File: src/rtl/rxq_pkg.sv
package rxq_pkg;
    typedef enum logic [1:0] {
        WD_IDLE  = 2'd0,
        WD_COUNT = 2'd1,
        WD_FIRED = 2'd2
    } wd_state_t;
endpackage

File: src/rtl/rxq_store.sv
module rxq_store #(
    parameter int DEPTH_LARGE = 16,
    parameter int WIDTH       = 8,
    localparam int DEPTH_SMALL = DEPTH_LARGE / 2,
    localparam int PW          = $clog2(DEPTH_LARGE),
    localparam int CW          = $clog2(DEPTH_LARGE + 1)
) (
    input  logic             clk,
    input  logic             rst_n,
    input  logic             deep_sel,
    input  logic             wr_en,
    input  logic [WIDTH-1:0] wr_data,
    input  logic             rd_en,
    input  logic             err_clr,
    output logic [WIDTH-1:0] rd_data,
    output logic [CW-1:0]    fill,
    output logic             full,
    output logic             overrun,
    output logic             access
);
    logic [WIDTH-1:0] mem [DEPTH_LARGE];
    logic [PW-1:0]    wr_ptr, rd_ptr;
    logic [CW-1:0]    cap;
    logic             wr_ok, rd_ok;

    // Capacity follows the depth select; the physical ring is always large.
    always_comb begin
        cap   = deep_sel ? CW'(DEPTH_LARGE) : CW'(DEPTH_SMALL);
        full  = (fill >= cap);
        wr_ok = wr_en && !full;
        rd_ok = rd_en && (fill != '0);
        access  = wr_ok || rd_ok;
        rd_data = mem[rd_ptr];
    end

    always_ff @(posedge clk) begin
        if (wr_ok) mem[wr_ptr] <= wr_data;
    end

    always_ff @(posedge clk) begin
        if (!rst_n) begin
            wr_ptr  <= '0;
            rd_ptr  <= '0;
            fill    <= '0;
            overrun <= 1'b0;
        end else begin
            if (wr_ok) wr_ptr <= wr_ptr + 1'b1;
            if (rd_ok) rd_ptr <= rd_ptr + 1'b1;
            fill <= fill + CW'(wr_ok) - CW'(rd_ok);
            if (err_clr)                overrun <= 1'b0;
            else if (wr_en && full)     overrun <= 1'b1;
        end
    end

    AST_FILL_BOUND: assert property (@(posedge clk) disable iff (!rst_n)
        fill <= CW'(DEPTH_LARGE));
    AST_DROP_WHEN_FULL: assert property (@(posedge clk) disable iff (!rst_n)
        (full && wr_en && !rd_en) |=> (fill == $past(fill)));
    AST_OVR_STICKY: assert property (@(posedge clk) disable iff (!rst_n)
        (overrun && !err_clr) |=> overrun);
    AST_EMPTY_READ: assert property (@(posedge clk) disable iff (!rst_n)
        (fill == '0 && rd_en && !wr_en) |=> (fill == '0));
endmodule

File: src/rtl/rxq_level.sv
module rxq_level #(
    parameter int DEPTH_LARGE = 16,
    localparam int DEPTH_SMALL = DEPTH_LARGE / 2,
    localparam int CW          = $clog2(DEPTH_LARGE + 1),
    localparam int S_CODE1     = (3 * DEPTH_SMALL) / 4,
    localparam int S_CODE2     = DEPTH_SMALL / 2,
    localparam int L_CODE1     = DEPTH_LARGE / 2,
    localparam int L_CODE2     = (3 * DEPTH_LARGE) / 4
) (
    input  logic          deep_sel,
    input  logic          lvl_hi,
    input  logic          lvl_lo,
    input  logic [CW-1:0] fill,
    output logic          fill_hit
);
    logic [1:0]    code;
    logic [CW-1:0] thresh;

    always_comb begin
        code = {lvl_hi, lvl_lo};
        unique case (code)
            2'b00: thresh = CW'(1);
            2'b01: thresh = deep_sel ? CW'(L_CODE1) : CW'(S_CODE1);
            2'b10: thresh = deep_sel ? CW'(L_CODE2) : CW'(S_CODE2);
            2'b11: thresh = deep_sel ? CW'(DEPTH_LARGE) : CW'(DEPTH_SMALL);
            default: thresh = CW'(1);
        endcase
        fill_hit = (fill >= thresh);
    end
endmodule

File: src/rtl/rxq_watchdog.sv
module rxq_watchdog
    import rxq_pkg::*;
#(
    parameter int TICKS = 64,
    localparam int TW = $clog2(TICKS)
) (
    input  logic clk,
    input  logic rst_n,
    input  logic enable,
    input  logic bit_tick,
    input  logic access,
    input  logic empty,
    output logic fire
);
    wd_state_t     state, state_nx;
    logic [TW-1:0] ticks, ticks_nx;

    always_comb begin
        state_nx = state;
        ticks_nx = ticks;
        if (!enable || empty) begin
            state_nx = WD_IDLE;
            ticks_nx = '0;
        end else if (access) begin
            state_nx = WD_COUNT;
            ticks_nx = '0;
        end else begin
            unique case (state)
                WD_IDLE: begin
                    state_nx = WD_COUNT;
                    ticks_nx = '0;
                end
                WD_COUNT: begin
                    if (bit_tick) begin
                        if (ticks == TW'(TICKS - 1)) state_nx = WD_FIRED;
                        else                         ticks_nx = ticks + 1'b1;
                    end
                end
                WD_FIRED: state_nx = WD_FIRED;
                default:  state_nx = WD_IDLE;
            endcase
        end
    end

    always_ff @(posedge clk) begin
        if (!rst_n) begin
            state <= WD_IDLE;
            ticks <= '0;
        end else begin
            state <= state_nx;
            ticks <= ticks_nx;
        end
    end

    always_comb begin
        fire = (state == WD_FIRED);
    end

    AST_WD_NEEDS_DATA: assert property (@(posedge clk) disable iff (!rst_n)
        fire |-> !empty);
    AST_WD_OFF_SILENT: assert property (@(posedge clk) disable iff (!rst_n)
        !enable |=> !fire);
    AST_WD_LATCHED: assert property (@(posedge clk) disable iff (!rst_n)
        (fire && enable && !access) |=> fire);
    AST_WD_ACCESS_CLEARS: assert property (@(posedge clk) disable iff (!rst_n)
        access |=> !fire);
endmodule

File: src/rtl/rx_fifo_irq.sv
module rx_fifo_irq #(
    parameter int DEPTH_LARGE = 16,
    parameter int WIDTH       = 8,
    parameter int WD_TICKS    = 64,
    localparam int CW         = $clog2(DEPTH_LARGE + 1)
) (
    input  logic             clk,
    input  logic             rst_n,
    input  logic             bit_tick,
    input  logic             wr_en,
    input  logic [WIDTH-1:0] wr_data,
    input  logic             rd_en,
    output logic [WIDTH-1:0] rd_data,
    input  logic             deep_sel,
    input  logic             lvl_hi,
    input  logic             lvl_lo,
    input  logic             wdog_en,
    input  logic             err_clr,
    output logic             irq,
    output logic             rx_ready,
    output logic             rx_full,
    output logic             overrun
);
    logic [CW-1:0] fill;
    logic          access, fill_hit, wd_fire;

    rxq_store #(.DEPTH_LARGE(DEPTH_LARGE), .WIDTH(WIDTH)) u_store (
        .clk(clk), .rst_n(rst_n), .deep_sel(deep_sel),
        .wr_en(wr_en), .wr_data(wr_data), .rd_en(rd_en), .err_clr(err_clr),
        .rd_data(rd_data), .fill(fill), .full(rx_full),
        .overrun(overrun), .access(access)
    );

    rxq_level #(.DEPTH_LARGE(DEPTH_LARGE)) u_level (
        .deep_sel(deep_sel), .lvl_hi(lvl_hi), .lvl_lo(lvl_lo),
        .fill(fill), .fill_hit(fill_hit)
    );

    rxq_watchdog #(.TICKS(WD_TICKS)) u_wdog (
        .clk(clk), .rst_n(rst_n), .enable(wdog_en), .bit_tick(bit_tick),
        .access(access), .empty(fill == '0), .fire(wd_fire)
    );

    always_comb begin
        rx_ready = (fill != '0);
        irq      = fill_hit || wd_fire;
    end

    AST_DEFAULT_LEVEL: assert property (@(posedge clk) disable iff (!rst_n)
        (!lvl_hi && !lvl_lo && rx_ready) |-> irq);
    AST_FULL_IMPLIES_READY: assert property (@(posedge clk) disable iff (!rst_n)
        rx_full |-> rx_ready);
    AST_WD_DRIVES_IRQ: assert property (@(posedge clk) disable iff (!rst_n)
        wd_fire |-> irq);
endmodule

File: config.mk
export PLATFORM = sky130hd
export DESIGN_NAME = rx_fifo_irq
export DESIGN_NICKNAME = d
export VERILOG_FILES = /design/src/rtl/rxq_pkg.sv /design/src/rtl/rxq_store.sv /design/src/rtl/rxq_level.sv /design/src/rtl/rxq_watchdog.sv /design/src/rtl/rx_fifo_irq.sv
export SDC_FILE = /design/constraint.sdc
export NUM_CORES = 1
export LEC_CHECK = 0
export BUFFER_PORTS_ARGS = -buffer_cell sky130_fd_sc_hd__buf_2
export CAP_MARGIN = 20
export CORE_MARGIN = 2
export CORE_UTILIZATION = 45
export CTS_CLUSTER_DIAMETER = 40
export DETAILED_ROUTE_END_ITERATION = 8
export GPL_ROUTABILITY_DRIVEN = 0
export PLACE_DENSITY = 0.6
export REMOVE_ABC_BUFFERS = 1
export SETUP_SLACK_MARGIN = 0.2
export SLEW_MARGIN = 15
export SYNTH_ARGS = -nofsm -noshare
export SYNTH_HDL_FRONTEND = slang
export SYNTH_SLANG_ARGS = --single-unit
export TNS_END_PERCENT = 20
File: constraint.sdc
create_clock -name clk -period 3.72 [get_ports clk]
set_clock_uncertainty 0.15 [all_clocks]
set_input_delay 0.372 -clock clk [delete_from_list [all_inputs] [get_ports clk]]
set_output_delay 0.372 -clock clk [all_outputs]
set_load 0.005 [all_outputs]
# Word level (Yosys, flattened, before mapping)
# Memories as Yosys holds them, arrays and structs flattened. A register that Yosys moved wholly into a read port is not among the register bits.
# Index checks and enable logic that the tools add are counted.
[classes]
div_mod_pow = 0
n_bitwise = 1
shifts = 0
n_lt_le_gt_ge = 2
muxes = 15
mul = 0
eq_ne = 11
reduce_logical = 19
n_addsub = 5
[op_table]
columns = ["operator", "count"]
rows = [
  ["$pmux W5 S4", 1],
  ["$mux W4", 4],
  ["$mux W6", 2],
  ["$pmux W6 S2", 1],
  ["$ge A5 B5 Y1", 2],
  ["$add A4 B1 Y4 const B", 2],
  ["$add A6 B1 Y6 const B", 1],
  ["$eq A2 B2 Y1 const B", 3],
  ["$eq A6 B6 Y1 const B", 1],
  ["$pmux W2 S3", 1],
  ["$add A5 B1 Y5", 1],
  ["$logic_not A5 Y1", 1],
  ["$mux W5", 1],
  ["$reduce_bool A5 Y1", 1],
  ["$sub A5 B1 Y5", 1],
  ["$eq A2 B1 Y1 const B", 2],
  ["$logic_not A2 Y1", 2],
  ["$mux W2", 2],
  ["$ne A2 B2 Y1 const B", 2],
  ["$reduce_and A2 Y1", 2],
  ["$reduce_or A2 Y1", 2],
  ["$logic_and A1 B1 Y1", 3],
  ["$logic_or A1 B1 Y1", 3],
  ["$mux W1", 3],
  ["other kinds (8)", 9],
]
[word_totals]
register_bits = 22
latchBits = 0
input_bits = 18
romBits = 0
mem_bits_rw = 128
mem_count = 1
output_inout_bits = 12
wordCells = 61
[mem_list]
columns = ["name", "words", "word_bits", "read_ports", "rd_ports_with_merged_regs", "write_ports", "line_no", "rtl"]
rows = [
  ["u_store.mem", 16, 8, 1, 1, 1, "rxq_store.sv:21", "logic [WIDTH-1:0] mem [DEPTH_LARGE];"],
]

# Logic depth before layout (Yosys ltp)
[depth]
word_depth = 7
depth_mapped = 13
mapped_depth_nobuf = 12

# Hierarchy
# A second synthesis with hierarchy kept.
[hier_totals]
cells_unflattened = 396
hier_area_um2 = 6515.0
[by_module_without_submodules]
columns = ["module", "instances", "cells_each", "area_per_inst_um2", "seq_area_each_um2"]
rows = [
  ["rxq_store", 1, 317, 5843.1, 4204.0],
  ["rxq_watchdog", 1, 53, 494.2, 160.2],
  ["rxq_level", 1, 21, 147.6, 0.0],
  ["rx_fifo_irq", 1, 5, 30.0, 0.0],
]

# Least setup slack after synthesis
# Ideal clock, no wire load.
[synth_timing]
kind = "reg2reg"
start = "reg u_store.fill[3]"
end = "reg u_store.fill[4]"
setup_time_ns = 0.116
n_path_buf = 1
stages_incl_launch_ff = 13
t_required_ns = 3.454
t_arrival_ns = 2.394
setup_slack_ns = 1.060
period_less_slack_ns = 2.660
path_cell_list = "dfxtp_1 > inv_1 > ha_1 > or4b_4 > a22o_1 > buf_6 > ha_1 > inv_1 > fa_1 > nand2b_1 > a21oi_1 > nor3_1 > and3b_1"
[synth_between]
elab_chain_cells = 5
word_cells_on_any_way = 7
cone_classes = "add/sub: 2; order compare: 1; reduce/logical: 4"
[synth_rtl]
columns = ["element", "line_no", "rtl"]
rows = [
  ["start: declaration", "rxq_store.sv:16", "output logic [CW-1:0] fill,"],
  ["start signal: assignment", "rxq_store.sv:49", "fill <= fill + CW'(wr_ok) - CW'(rd_ok);"],
  ["$ge A5 B5 Y1", "rxq_store.sv:29", "full = (fill >= cap);"],
  ["$logic_not A1 Y1", "rxq_store.sv:30", "wr_ok = wr_en && !full;"],
  ["$logic_and A1 B1 Y1", "rxq_store.sv:30", ""],
  ["named net u_store.wr_ok", "rxq_store.sv:24", "logic wr_ok, rd_ok;"],
  ["$add A5 B1 Y5", "rxq_store.sv:49", ""],
  ["$sub A5 B1 Y5", "rxq_store.sv:49", ""],
]
# The timed path passes the listed nets, and every way through them passes these cells.
# A chain may end at the register's enable or synchronous reset.

==> summary.md <==
| Metric | Value |
|---|---|
| Status | `finished clean` |
| Part of the cycle the worst path needs | `0.796` |
| # DRC | `0` |
| Final Non-Filler Cells | `633` |
| Fin crit period | `2.96 ns` |
| Largest net degree at the start of global routing | `33` |
| Drt wl/cell | `19.8 um` |
| Number of antenna diodes | `0` |
| Largest cells by area after synthesis | `edfxtp_1 60%, mux4_2 11%, dfxtp_1 8.1%` |
| Worst endpoint data arrival time | `2.44 ns` |
| Mapped Cells | `395` |
| CTS max path bufs | `2` |
| Maxcap violations | `0` |
| # IOs | `30` |
| Die Wd | `124 um` |
| Pwr dens | `651 nW/um^2` |
| First-pass GRT wire length | `19500 um` |
| Critical Path RT | `3.20 ns` |
| # nets final | `480` |
| HPWL after detailed placement | `8060 um` |
| Setup TNS | `0 ns` |
| Fin. max-slew vios | `0` |
| Core outline area | `13900 um^2` |
| Highest clock rate | `0.338 GHz` |
| Power, Total | `4850 uW` |
| Final Hold Fails | `0` |
| Crit-path max FO | `14` |
| Cells after DPL | `600` |
| Setup Fix Bufs, Post-CTS | `0` |
| Area delta synth->final | `15.6%` |
| CTS tree | `done` |
| Vias per cell | `5.40` |
| Share of cells above drive strength 1 | `0.243` |
| Setup crit start kind | `flip-flop` |
| Row count | `43` |
| Full die area | `15300 um^2` |
| Vias in the first global route | `3467` |
| Initial antenna violation count | `0` |
| Cell area after layout | `7460 um^2` |
| Die Y-Extent | `124 um` |
| YS warnings | `0` |
| Slew margin rel. | `0.477` |
| Worst Setup End Kind | `output pin` |
| ANT nets after route | `0` |
| Clock root buffer master | `clkbuf_16` |
| Crit Path Class | `flip-flop to output pin` |
| Clk_lat worst skew | `0.42 ns` |
| Worst min path class | `primary input to flip-flop` |
| Worst-Margin Slew | `0.782 ns` |
| Final setup margin | `0.758 ns` |
| Drt first pass iters | `4` |
| Peak VDD IR | `0.354 mV` |
| Initial Utilization | `0.463` |
| Total clock sinks | `154` |
| H-tree levels | `4` |
| Reg clk slew, reported paths | `0.06 ns` |
| Pre-CTS WS | `0.725 ns` |
| Area share of the largest cell type after synthesis | `0.596` |
| Cell Area, Synth | `6450 um^2` |
| Num CTS Buffers | `17` |
| RSZ-0062 raised after global routing | `false` |
| Yosys reg bits | `154` |
| Yosys top cell by area | `edfxtp_1` |
| Final number of setup-violating endpoints | `0` |
| Post-CTS Hold Fix Bufs | `1` |
| GRT overflow | `0` |
| # port buffers | `29` |
| Leakage power | `0.00258 uW` |
| Fill count | `1128` |
| Seq/Total Area, Yosys | `0.676` |
| Netlist cell types | `42` |
| Routed WL | `12500 um` |
| DRT iter0 DRCs | `362` |
| Area of placed instances | `6850 um^2` |
| GRT Resource Usage Total | `0.181` |
| Number of vias in the routed layout | `3416` |
| Post-cts sizing count | `0` |
| Post-Syn Area per Cell | `16.3 um^2` |
==> Yosys cell counts <==
cell and instances:
nand4_1 2, or3b_2 2, nor4b_1 1, or4b_1 1, inv_1 12, a41oi_1 1
nand3_1 7, and2_1 12, a31oi_1 2, o2111ai_1 1, nor3b_1 2, xnor2_1 5
a22oi_1 16, nand2b_1 8, edfxtp_1 128, or3_1 1, a21oi_1 9, mux4_2 32
nor2b_1 6, o31ai_1 1, nand2_1 24, a211oi_1 2, xor2_1 2, dfxtp_1 26
and3b_1 2, a21o_1 4, and3_1 4, mux2i_1 7, a2111o_1 1, or4_1 1
buf_2 4, ha_1 21, fa_1 1, buf_6 1, nor2_1 18, a22o_1 1
clkbuf_1 8, a21boi_0 2, o21ai_0 5, buf_1 4, nor3_1 7, or4b_4 1
==> cell usage in the layout, fill, tap and decap left out, types with 3 or more instances in the layout <==
master	instances
ha_1	21
xnor2_1	5
and2_1	12
buf_4	13
clkinv_2	4
a22oi_1	16
a21oi_1	9
inv_1	12
clkinv_4	4
nand2b_1	8
mux4_2	32
nand2_1	24
bufinv_16	3
nor2b_1	6
clkbuf_16	17
mux2i_1	7
clkinvlp_4	3
buf_2	29
nor3_1	7
dfxtp_1	25
edfxtp_1	128
a21o_1	4
and3_1	4
nand3_1	7
o21ai_0	5
nor2_1	18
==> metal layers <==
layer / vias up / part of all wire / global-route usage
li1: 1623 / - / -
met1: 1705 / 0.45 / 0.244
met2: 79 / 0.50 / 0.284
met3: 9 / 0.041 / 0.0435
met4: 0 / 0.0076 / 0.0724
met5: - / 0 / 0
==> worst paths after layout <==
check                    end  slack, ns         startpoint  cells after the start
max               rd_data[6]       0.76          flip-flop                      5
min          u_wdog.state[0]       0.12            wdog_en                      3
max reg2reg  u_store.fill[4]       0.86    u_store.fill[3]                     11
min reg2reg        flip-flop       0.38  u_store.rd_ptr[1]                      2
==> where the power goes <==
group	switching [uW]	leakage (uW)	internal, uW	total, uW
Clock	682	0.000289	1050	1740
Sequential	82.1	0.00137	1980	2060
Combinational	532	0.000924	527	1060
==> critical path, cell delays in order (launching register included) <==
cell and delay, ns:
dfxtp_2 0.53, buf_4 0.37, mux4_2 0.56, a22oi_1 0.30, nand2_1 0.11, buf_2 0.13
==> stage by stage <==
step | hold WS [ns] | utilization
after floorplan | 0.298 | -
after global placement | 0.341 | 0.491
after detailed placement | 0.366 | 0.491
after CTS | 0.104 | 0.535
after global routing | 0.117 | 0.535
final | 0.117 | 0.535
==> cell type report <==
type / count / area (um^2) / share of cell area
Clock inverter: 15 / 176 / 0.0237
Sequential cell: 154 / 4370 / 0.585
Multi-Input combinational cell: 212 / 1970 / 0.264
Clock buffer: 17 / 425 / 0.0570
Inverter: 12 / 45.0 / 0.00604
Timing Repair Buffer: 43 / 253 / 0.0339
Tap cell: 180 / 225 / 0.0302
==> registers in the layout (all words and copies together) (netlist names), named ones only <==
register and flops:
u_wdog.state 2, u_store.rd_ptr 4, u_store.wr_ptr 4, u_store.fill 5, u_store.mem 128, u_wdog.ticks 6, u_store.overrun 1
==> cell families after synthesis <==
group,Yosys count,synth area share
flip-flops,154,0.676
AND/OR/NAND/NOR,99,0.0812
AO/OA/AOI/OAI,45,0.0477
multiplexers,39,0.123
buffers and inverters,29,0.0188
adder cells (fa/ha/maj),22,0.0438
XOR/XNOR,7,0.00950
(Power assumes the default switching activity.)
